--- src/rtl/blit_pkg.sv ---
package blit_pkg;
    localparam int unsigned ADDR_W  = 22;
    localparam int unsigned CNT_W   = 12;
    localparam int unsigned DATA_W  = 8;
    localparam int unsigned ROP_W   = 8;
    localparam int unsigned SEL_W   = 4;
    localparam int unsigned WRAP_W  = 3;
    localparam int unsigned LANE_W  = $clog2(DATA_W);
    localparam int unsigned IDX_W   = 2 * CNT_W;
    localparam logic [WRAP_W-1:0] WRAP_NEVER = '1;

    typedef enum logic [SEL_W-1:0] {
        SEL_SRC     = 4'd0,
        SEL_PAT     = 4'd1,
        SEL_XCNT    = 4'd2,
        SEL_YCNT    = 4'd3,
        SEL_SPITCH  = 4'd4,
        SEL_PPITCH  = 4'd5,
        SEL_DPITCH  = 4'd6,
        SEL_WRAP    = 4'd7,
        SEL_FG      = 4'd8,
        SEL_BG      = 4'd9,
        SEL_RELOAD  = 4'd10,
        SEL_MIXEN   = 4'd11,
        SEL_MIXBASE = 4'd12
    } sel_e;

    typedef enum logic [2:0] {
        PH_IDLE, PH_MIX, PH_SRC, PH_PAT, PH_DRD, PH_DWR
    } phase_e;

    typedef struct packed {
        logic [CNT_W-1:0]  xcnt;
        logic [CNT_W-1:0]  ycnt;
        logic [CNT_W-1:0]  spitch;
        logic [CNT_W-1:0]  ppitch;
        logic [CNT_W-1:0]  dpitch;
        logic [WRAP_W-1:0] wrap;
        logic [ROP_W-1:0]  fg;
        logic [ROP_W-1:0]  bg;
        logic              mix_en;
        logic [ADDR_W-1:0] mix_base;
    } walk_cfg_t;

    typedef struct packed {
        walk_cfg_t         walk;
        logic [ADDR_W-1:0] src;
        logic [ADDR_W-1:0] pat;
        logic [1:0]        reload;
    } cfg_regs_t;
endpackage

--- src/rtl/blit_cfg_regs.sv ---
module blit_cfg_regs
    import blit_pkg::*;
(
    input  logic              clk,
    input  logic              rst_n,
    input  logic              cfg_we,
    input  logic [SEL_W-1:0]  cfg_sel,
    input  logic [ADDR_W-1:0] cfg_wdata,
    input  logic              start_valid,
    input  logic              busy,
    input  logic [ADDR_W-1:0] end_src,
    input  logic [ADDR_W-1:0] end_pat,
    output walk_cfg_t         walk,
    output logic              go,
    output logic [ADDR_W-1:0] op_src,
    output logic [ADDR_W-1:0] op_pat
);
    cfg_regs_t regs_d, regs_q;

    always_comb begin
        regs_d = regs_q;
        if (cfg_we && !busy) begin
            case (cfg_sel)
                SEL_SRC:     regs_d.src          = cfg_wdata;
                SEL_PAT:     regs_d.pat          = cfg_wdata;
                SEL_XCNT:    regs_d.walk.xcnt    = cfg_wdata[CNT_W-1:0];
                SEL_YCNT:    regs_d.walk.ycnt    = cfg_wdata[CNT_W-1:0];
                SEL_SPITCH:  regs_d.walk.spitch  = cfg_wdata[CNT_W-1:0];
                SEL_PPITCH:  regs_d.walk.ppitch  = cfg_wdata[CNT_W-1:0];
                SEL_DPITCH:  regs_d.walk.dpitch  = cfg_wdata[CNT_W-1:0];
                SEL_WRAP:    regs_d.walk.wrap    = cfg_wdata[WRAP_W-1:0];
                SEL_FG:      regs_d.walk.fg      = cfg_wdata[ROP_W-1:0];
                SEL_BG:      regs_d.walk.bg      = cfg_wdata[ROP_W-1:0];
                SEL_RELOAD:  regs_d.reload       = cfg_wdata[1:0];
                SEL_MIXEN:   regs_d.walk.mix_en  = cfg_wdata[0];
                SEL_MIXBASE: regs_d.walk.mix_base = cfg_wdata;
                default: ;
            endcase
        end
    end

    always_ff @(posedge clk) begin
        if (!rst_n) begin
            regs_q           <= '0;
            regs_q.walk.wrap <= WRAP_NEVER;
        end else begin
            regs_q <= regs_d;
        end
    end

    assign walk   = regs_q.walk;
    assign go     = start_valid && !busy;
    assign op_src = regs_q.reload[0] ? end_src : regs_q.src;
    assign op_pat = regs_q.reload[1] ? end_pat : regs_q.pat;
endmodule

--- src/rtl/blit_rop_unit.sv ---
module blit_rop_unit
    import blit_pkg::*;
(
    input  logic [ROP_W-1:0]  rop,
    input  logic [DATA_W-1:0] pat,
    input  logic [DATA_W-1:0] src,
    input  logic [DATA_W-1:0] dst,
    output logic [DATA_W-1:0] res
);
    for (genvar i = 0; i < DATA_W; i++) begin : g_lane
        assign res[i] = rop[{pat[i], src[i], dst[i]}];
    end
endmodule

--- src/rtl/blit_walker.sv ---
module blit_walker
    import blit_pkg::*;
(
    input  logic              clk,
    input  logic              rst_n,
    input  walk_cfg_t         cfg,
    input  logic              go,
    input  logic [ADDR_W-1:0] start_addr,
    input  logic [ADDR_W-1:0] op_src,
    input  logic [ADDR_W-1:0] op_pat,
    input  logic              mem_req_ready,
    input  logic              mem_rsp_valid,
    input  logic [DATA_W-1:0] mem_rsp_data,
    input  logic [DATA_W-1:0] rop_res,
    output logic              mem_req_valid,
    output logic              mem_req_write,
    output logic [ADDR_W-1:0] mem_req_addr,
    output logic [DATA_W-1:0] mem_req_wdata,
    output logic [ROP_W-1:0]  rop_code,
    output logic [DATA_W-1:0] rop_src,
    output logic [DATA_W-1:0] rop_pat,
    output logic              busy,
    output logic              done,
    output logic [ADDR_W-1:0] cur_dst,
    output logic [ADDR_W-1:0] end_src,
    output logic [ADDR_W-1:0] end_pat
);
    typedef struct packed {
        phase_e            phase;
        logic              pend;
        logic [CNT_W-1:0]  x;
        logic [CNT_W-1:0]  y;
        logic [CNT_W-1:0]  wcnt;
        logic [IDX_W-1:0]  k;
        logic [ADDR_W-1:0] sbase;
        logic [ADDR_W-1:0] sline;
        logic [ADDR_W-1:0] saddr;
        logic [ADDR_W-1:0] pline;
        logic [ADDR_W-1:0] paddr;
        logic [ADDR_W-1:0] dline;
        logic [ADDR_W-1:0] daddr;
        logic [ADDR_W-1:0] esrc;
        logic [ADDR_W-1:0] epat;
        logic [DATA_W-1:0] sbyte;
        logic [DATA_W-1:0] pbyte;
        logic [DATA_W-1:0] wdata;
        logic              mix_bit;
        logic              done;
    } walk_t;

    walk_t             walk_d, walk_q;
    phase_e            first_ph;
    logic              wrap_hit;
    logic              last_x;
    logic              last_y;
    logic [ADDR_W-1:0] s_next;
    logic [ADDR_W-1:0] p_next;
    logic [ADDR_W-1:0] d_next;

    always_comb begin
        first_ph = cfg.mix_en ? PH_MIX : PH_SRC;
        wrap_hit = (cfg.wrap != WRAP_NEVER) &&
                   (walk_q.wcnt == ((CNT_W'(1) << cfg.wrap) - CNT_W'(1)));
        last_x   = walk_q.x == cfg.xcnt;
        last_y   = walk_q.y == cfg.ycnt;
        s_next   = wrap_hit ? walk_q.sbase : walk_q.sline + ADDR_W'(cfg.spitch);
        p_next   = walk_q.pline + ADDR_W'(cfg.ppitch);
        d_next   = walk_q.dline + ADDR_W'(cfg.dpitch);

        walk_d      = walk_q;
        walk_d.done = 1'b0;

        if (walk_q.phase == PH_IDLE) begin
            if (go) begin
                walk_d.phase = first_ph;
                walk_d.pend  = 1'b0;
                walk_d.x     = '0;
                walk_d.y     = '0;
                walk_d.wcnt  = '0;
                walk_d.k     = '0;
                walk_d.sbase = op_src;
                walk_d.sline = op_src;
                walk_d.saddr = op_src;
                walk_d.pline = op_pat;
                walk_d.paddr = op_pat;
                walk_d.dline = start_addr;
                walk_d.daddr = start_addr;
            end
        end else if (!walk_q.pend) begin
            if (mem_req_ready) walk_d.pend = 1'b1;
        end else if (mem_rsp_valid) begin
            walk_d.pend = 1'b0;
            case (walk_q.phase)
                PH_MIX: begin
                    walk_d.mix_bit = mem_rsp_data[walk_q.k[LANE_W-1:0]];
                    walk_d.phase   = PH_SRC;
                end
                PH_SRC: begin
                    walk_d.sbyte = mem_rsp_data;
                    walk_d.phase = PH_PAT;
                end
                PH_PAT: begin
                    walk_d.pbyte = mem_rsp_data;
                    walk_d.phase = PH_DRD;
                end
                PH_DRD: begin
                    walk_d.wdata = rop_res;
                    walk_d.phase = PH_DWR;
                end
                default: begin
                    walk_d.k = walk_q.k + IDX_W'(1);
                    if (!last_x) begin
                        walk_d.x     = walk_q.x + CNT_W'(1);
                        walk_d.saddr = walk_q.saddr + ADDR_W'(1);
                        walk_d.paddr = walk_q.paddr + ADDR_W'(1);
                        walk_d.daddr = walk_q.daddr + ADDR_W'(1);
                        walk_d.phase = first_ph;
                    end else begin
                        walk_d.x     = '0;
                        walk_d.y     = walk_q.y + CNT_W'(1);
                        walk_d.wcnt  = wrap_hit ? '0 : walk_q.wcnt + CNT_W'(1);
                        walk_d.sline = s_next;
                        walk_d.saddr = s_next;
                        walk_d.pline = p_next;
                        walk_d.paddr = p_next;
                        walk_d.dline = d_next;
                        walk_d.daddr = d_next;
                        if (last_y) begin
                            walk_d.phase = PH_IDLE;
                            walk_d.done  = 1'b1;
                            walk_d.esrc  = s_next;
                            walk_d.epat  = p_next;
                        end else begin
                            walk_d.phase = first_ph;
                        end
                    end
                end
            endcase
        end
    end

    always_ff @(posedge clk) begin
        if (!rst_n) begin
            walk_q       <= '0;
            walk_q.phase <= PH_IDLE;
        end else begin
            walk_q <= walk_d;
        end
    end

    always_comb begin
        case (walk_q.phase)
            PH_MIX:  mem_req_addr = cfg.mix_base + ADDR_W'(walk_q.k >> LANE_W);
            PH_SRC:  mem_req_addr = walk_q.saddr;
            PH_PAT:  mem_req_addr = walk_q.paddr;
            default: mem_req_addr = walk_q.daddr;
        endcase
    end

    assign mem_req_valid = (walk_q.phase != PH_IDLE) && !walk_q.pend;
    assign mem_req_write = walk_q.phase == PH_DWR;
    assign mem_req_wdata = walk_q.wdata;
    assign rop_code      = (!cfg.mix_en || walk_q.mix_bit) ? cfg.fg : cfg.bg;
    assign rop_src       = walk_q.sbyte;
    assign rop_pat       = walk_q.pbyte;
    assign busy          = walk_q.phase != PH_IDLE;
    assign done          = walk_q.done;
    assign cur_dst       = walk_q.daddr;
    assign end_src       = walk_q.esrc;
    assign end_pat       = walk_q.epat;
endmodule

--- src/rtl/blit_engine.sv ---
module blit_engine
    import blit_pkg::*;
(
    input  logic              clk,
    input  logic              rst_n,
    input  logic              cfg_we,
    input  logic [SEL_W-1:0]  cfg_sel,
    input  logic [ADDR_W-1:0] cfg_wdata,
    input  logic              start_valid,
    input  logic [ADDR_W-1:0] start_addr,
    output logic              busy,
    output logic              done,
    output logic [ADDR_W-1:0] cur_dst,
    output logic              mem_req_valid,
    input  logic              mem_req_ready,
    output logic              mem_req_write,
    output logic [ADDR_W-1:0] mem_req_addr,
    output logic [DATA_W-1:0] mem_req_wdata,
    input  logic              mem_rsp_valid,
    input  logic [DATA_W-1:0] mem_rsp_data
);
    walk_cfg_t         walk;
    logic              go;
    logic [ADDR_W-1:0] op_src;
    logic [ADDR_W-1:0] op_pat;
    logic [ADDR_W-1:0] end_src;
    logic [ADDR_W-1:0] end_pat;
    logic [ROP_W-1:0]  rop_code;
    logic [DATA_W-1:0] rop_src;
    logic [DATA_W-1:0] rop_pat;
    logic [DATA_W-1:0] rop_res;

    blit_cfg_regs i_regs (
        .clk         (clk),
        .rst_n       (rst_n),
        .cfg_we      (cfg_we),
        .cfg_sel     (cfg_sel),
        .cfg_wdata   (cfg_wdata),
        .start_valid (start_valid),
        .busy        (busy),
        .end_src     (end_src),
        .end_pat     (end_pat),
        .walk        (walk),
        .go          (go),
        .op_src      (op_src),
        .op_pat      (op_pat)
    );

    blit_walker i_walker (
        .clk           (clk),
        .rst_n         (rst_n),
        .cfg           (walk),
        .go            (go),
        .start_addr    (start_addr),
        .op_src        (op_src),
        .op_pat        (op_pat),
        .mem_req_ready (mem_req_ready),
        .mem_rsp_valid (mem_rsp_valid),
        .mem_rsp_data  (mem_rsp_data),
        .rop_res       (rop_res),
        .mem_req_valid (mem_req_valid),
        .mem_req_write (mem_req_write),
        .mem_req_addr  (mem_req_addr),
        .mem_req_wdata (mem_req_wdata),
        .rop_code      (rop_code),
        .rop_src       (rop_src),
        .rop_pat       (rop_pat),
        .busy          (busy),
        .done          (done),
        .cur_dst       (cur_dst),
        .end_src       (end_src),
        .end_pat       (end_pat)
    );

    blit_rop_unit i_rop (
        .rop (rop_code),
        .pat (rop_pat),
        .src (rop_src),
        .dst (mem_rsp_data),
        .res (rop_res)
    );
endmodule

--- config.mk ---
export PLATFORM = sky130hd
export DESIGN_NAME = blit_engine
export DESIGN_NICKNAME = d
export VERILOG_FILES = /design/src/rtl/blit_pkg.sv /design/src/rtl/blit_cfg_regs.sv /design/src/rtl/blit_rop_unit.sv /design/src/rtl/blit_walker.sv /design/src/rtl/blit_engine.sv
export SDC_FILE = /design/constraint.sdc
export NUM_CORES = 1
export LEC_CHECK = 0
export BUFFER_PORTS_ARGS = -buffer_cell sky130_fd_sc_hd__buf_2
export CORE_ASPECT_RATIO = 0.9
export CORE_MARGIN = 4
export CORE_UTILIZATION = 30
export CTS_CLUSTER_DIAMETER = 60
export DETAILED_ROUTE_END_ITERATION = 8
export GPL_TIMING_DRIVEN = 0
export PLACE_DENSITY = 0.52
export SETUP_SLACK_MARGIN = 0.15
export SYNTH_ARGS = -nofsm -noshare
export SYNTH_HDL_FRONTEND = slang
export SYNTH_HIERARCHICAL = 1
export SYNTH_SLANG_ARGS = --single-unit
export TNS_END_PERCENT = 1
--- constraint.sdc ---
create_clock -name clk -period 5.9 [get_ports clk]
set_input_delay 1.18 -clock clk [delete_from_list [all_inputs] [get_ports clk]]
set_output_delay 1.18 -clock clk [all_outputs]
set_load 0.005 [all_outputs]
# Yosys cells after proc, flatten, opt, wreduce, memory -nomap -nowiden
# Cells that the tools add are included.
# word_totals
inputBits	62
word_cells	179
register_bits	436
output_inout_bits	56
# classes
bitwise	6
n_reduce_logical	38
n_addsub	12
mux	57
order_cmp	9
n_shift	1
n_eq_ne	23
# ops
op	count
202-bit 2-to-1 mux	2
218-bit 2-to-1 mux	1
22-bit 2-to-1 mux	9
176-bit 2-to-1 mux	1
132-bit 2-to-1 mux	1
64-bit 2-to-1 mux	2
60-bit 2-to-1 mux	2
44-bit 2-to-1 mux	2
22-bit by 1-bit adder with 22-bit output, second input constant	3
22-bit by 12-bit adder with 22-bit output	3
22-bit one-hot mux with 3 select lines	1
12-bit by 1-bit adder with 12-bit output, second input constant	3
12-bit == test	3
3-bit by 4-bit less-than comparator with 1-bit output, second input constant	9
8-bit 2-to-1 mux	4
2-bit AND reduction	14
1-bit binary-select mux with 3-bit select	9
24-bit by 1-bit adder with 24-bit output, second input constant	1
12-bit 2-to-1 mux	2
24-bit 2-to-1 mux	1
22-bit by 21-bit adder with 22-bit output	1
4-bit == test, second input constant	5
4-bit AND reduction	5
4-bit by 3-bit == test with 1-bit output, second input constant	4
other kinds (27)	58

# Logic depth before layout (Yosys ltp)
# logic_depth
ltp_word	11
ltp_mapped	15
mapped_depth_nobuf	11

# Cells and area by module
# The synthesis kept the hierarchy.
# by_module_without_submodules
module	n_inst	seq_area_each_um2	cells_per_inst	area_each_um2
blit_walker	1	5765.5	2322	18287.5
blit_cfg_regs	1	2962.8	677	6705.2
blit_rop_unit	1	0.0	24	510.5

# Least setup slack after synthesis
# OpenSTA, ideal clock, no wires.
# synth_timing
kind	register to output
start	register i_regs/walk[0] (netlist name)
end	output port mem_req_addr[18]
path_buffers	1
setup_slack_ps	2367
arrival_ps	2353
stages_incl_launch_ff	12
required_ps	4720
cell_sequence	dfxtp_1 -> buf_4 -> ha_1 -> fa_1 -> a21o_1 -> a21oi_1 -> o21a_1 -> nor3_1 -> nor4bb_1 -> o21bai_1 -> xnor2_1 -> a21oi_1
# synth_via
elab_chain_cells	2
# synth_rtl
element	line	source
22-bit by 21-bit adder with 22-bit output	blit_walker.sv:153	PH_MIX: mem_req_addr = cfg.mix_base + ADDR_W'(walk_q.k >> LANE_W);
22-bit one-hot mux with 3 select lines	blit_walker.sv:152	case (walk_q.phase)
end, declared	blit_engine.sv:17	output logic [ADDR_W-1:0] mem_req_addr,
# No other way between the ends.

# Worst setup path in the final report
# layout_timing
start	register i_walker/walk_q[285] in the netlist's numbering
end	register i_walker/walk_q[171] in the netlist's numbering
# layout_via
elab_chain_cells	5
elab_cells_between_ends	15
classes_between	6 x eq/ne; 1 x mux; 8 x reduce/logical
# layout_rtl
element	line	source
start, declared	blit_walker.sv:51	walk_t walk_d, walk_q;
start signal, assigned	blit_walker.sv:147	walk_q <= walk_d;
3-bit nonzero test	blit_walker.sv:166	assign busy = walk_q.phase != PH_IDLE;
1-bit zero test	blit_cfg_regs.sv:52	assign go = start_valid && !busy;
1-bit logical AND	blit_cfg_regs.sv:52	
via go	blit_engine.sv:23	logic go;
2-bit inequality test (no source line)	n/a	
4-bit AND reduction (no source line)	n/a	
# The timed path passes the listed nets, and every way through them passes these cells.
# A chain may end at the register's enable or synchronous reset.

==> metrics.yaml <==
run_status:
  status: "finished, violations left"
  violations: "max-capacitance violations"
worst_setup_path:
  path_max_fanout: 10
  critPathKind: "flop to flop"
  arrival_ns: 6.13
  required_ns: 6.43
  start_kind: "flop"
  endpoint_kind: "flop"
synth:
  synth_common_cells: "dfxtp_1 (436), nand2_1 (432), nor2_1 (215), mux2i_1 (200)"
  synthSimpleGateAreaFrac: 0.169
  syn_area_um2: 25500
  synth_cell_types: 96
  synth-xor-area-share: 0.0635
  avgSynthCellArea_um2: 8.44
  synth_most_common_cell: "dfxtp_1"
  synth_seq_cells: 436
  synth_nets: 3154
  synth_fa_ha_area_frac: 0.0350
  ys_warn_count: 6
  synth_top_area_frac: 0.342
  netlist_instances: 3023
  synth_edf_count: 0
  synthArstFlopShare: 0
  ys.flop_type: "dfxtp_1"
  synth.largest_area_cell: "dfxtp_1"
  synth_top_family_by_area: "compound AO/OA/AOI/OAI gates"
  muxShareOfSynthArea: 0.127
  synth_compound_area_frac: 0.172
  synth_area_leaders: "dfxtp_1 (34%), mux2i_1 (7.8%), nand2_1 (6.4%)"
  yosysSeqAreaShare: 0.342
final_layout:
  n_fill_cell: 8855
  area_growth_pct: 15.1
  finalInstanceArea_um2: 29400
  fin_util: 0.348
  drive_above_1_share: 0.163
  nets: 3324
timing:
  fin_hold_ws_ns: 0.455
  rsz0062_at_grt: "no"
  max_slew_margin: 0.00181
  finalMaxSlewViolations: 0
  skew_ns: 0.0241
  hold_viol: 0
  timing.fmax_mhz: 179
  setup_viol: 0
  totalNegativeSetupSlack_ns: 0
  min_period_over_period: 0.949
  period_minus_slack_ns: 5.60
  tightest_slew_ns: 1.49
placed_design:
  gp_congestion: 0.985
  placed_cell_area_um2: 27500
  io_buffers: 114
  dp_hpwl_mm: 83.3
floorplan:
  rows: 101
  die_h_um: 285
  die_area_um2: 89700
  core_um2: 84300
  die_w_um: 315
  initial_utilization: 0.303
  pin_count: 118
clock_network:
  clk_pin_slew_ns: 0.06
  cts.repair.resized: 0
  h-tree-depth: 2
  cts.sinks: 436
  cts_buffer_depth: 3
  postCtsHoldBufs: 0
  cts_tree: "built"
  cts_inserted_buffers: 53
  insertion_delay_ns: 0.63
  cts_root_buf: "clkbuf_16"
  cts_setup_buffers: 0
global_route:
  grt_pass1_vias: 22600
  grt.overflow.total: 0
  antenna_found_initial: 6
  grt_pass1_wl_mm: 160
  grt_max_degree: 15
  grtUsageTotal: 0.242
detailed_routing:
  ant_nets: 0
  route.detailed.drc: 0
  drt_iter0_drc: 2646
  routed_wl_mm: 112
  firstDrtPassIters: 5
  num_vias: 23800
  wl_per_cell_um: 25.7
  vias_per_cell: 5.45
flow_run:
  drv_cap: 1
hold_path:
  hp-class: "flop to flop"
power:
  p_leak_nw: 12.4
  vdd_drop_max_v: 0.000199
  power_density_nw_per_um2: 264
cells by family after synthesis:
group                    count (synthesis)
XOR/XNOR                               185
AO/OA/AOI/OAI                          686
flip-flops                             436
adder cells (fa/ha/maj)                 69
AND/OR/NAND/NOR                        951
multiplexers                           287
buffers and inverters                  409
critical path, cell delays in order, from the launching register on:
cell and delay, ns:
dfxtp_1 0.29, buf_2 0.19, nor3_1 0.42, inv_1 0.38, nor2b_1 0.32, or4b_1 0.46, clkbuf_1 0.37, nand2_1 0.62
clkbuf_1 1.04, buf_1 1.00, o21ai_0 0.22, o22ai_1 0.17
placed cells by master, fill, tap and decap left out, types with 22 or more instances in the layout:
master,count
dfxtp_1,436
nand2_1,432
nor2_1,215
mux2i_1,200
buf_4,194
a21oi_1,194
buf_2,141
o21ai_0,136
clkbuf_1,126
xor2_1,101
xnor2_1,84
nand3_1,75
mux2_2,68
ha_1,65
clkbuf_16,54
and3_1,48
nor3_1,38
inv_1,37
a31oi_1,37
nand4_1,35
a22oi_1,34
a21o_1,33
o211ai_1,27
buf_1,23
o21a_1,23
a211oi_1,23
o21ai_1,23
a221oi_1,22
area by class of cell:
class	instances	area, µm²	area share
Clock buffer	77	1610	0.0548
Timing Repair Buffer	115	582	0.0198
Buffer	369	2180	0.0742
Inverter	40	150	0.00511
Multi-Input combinational cell	2178	14500	0.492
Antenna cell	5	12.5	0.000426
Tap cell	1133	1420	0.0483
Clock inverter	20	225	0.00767
Sequential cell	436	8730	0.297
final timing paths:
path / start / end / slack [ns] / cells past startpoint
max: i_walker/walk_q[285] / i_walker/walk_q[171] / 0.30 / 11
min: i_walker/end_pat[5] / i_walker/end_pat[5] / 0.45 / 2
max reg2reg: i_walker/walk_q[285] / i_walker/walk_q[171] / 0.30 / 11
min reg2reg: i_walker/end_pat[5] / i_walker/end_pat[5] / 0.45 / 2
registers in the layout, indices dropped and copies added, names as in the netlist, 8 cells and up:
name / flops
i_walker/end_src: 22
i_walker/mem_req_wdata: 8
i_walker/end_pat: 22
i_walker/rop_src: 8
i_regs/regs_q: 46
i_walker/walk_q: 197
i_regs/walk: 102
i_walker/rop_pat: 8
i_walker/cur_dst: 22
stage by stage:
step / std cells / total power, W / worst slack (ns)
global route: 4368 / 0.00797 / 0.227
finish: 4373 / 0.00775 / 0.301
floorplan: 3023 / 0.00376 / 2.37
CTS: 4368 / 0.00776 / 0.591
global placement: 4270 / 0.00433 / 0.529
detailed placement: 4271 / 0.00433 / 0.552
where the power goes:
group / internal (W) / switching, W / total (W)
clock network: 0.00203 / 0.00141 / 0.00344
logic: 0.000324 / 0.000859 / 0.00118
registers: 0.00303 / 0.000103 / 0.00313
metal layers:
layer / up-vias / track usage / part of all wire / wire, µm
li1: 10900 / - / - / -
met5: - / 0 / 0.00012 / 13
met4: 2 / 0.130 / 0.060 / 6780
met3: 270 / 0.0395 / 0.085 / 9530
met2: 1104 / 0.373 / 0.44 / 49000
met1: 11500 / 0.324 / 0.42 / 46900
No activity file was read; power rests on OpenSTA's default activity.
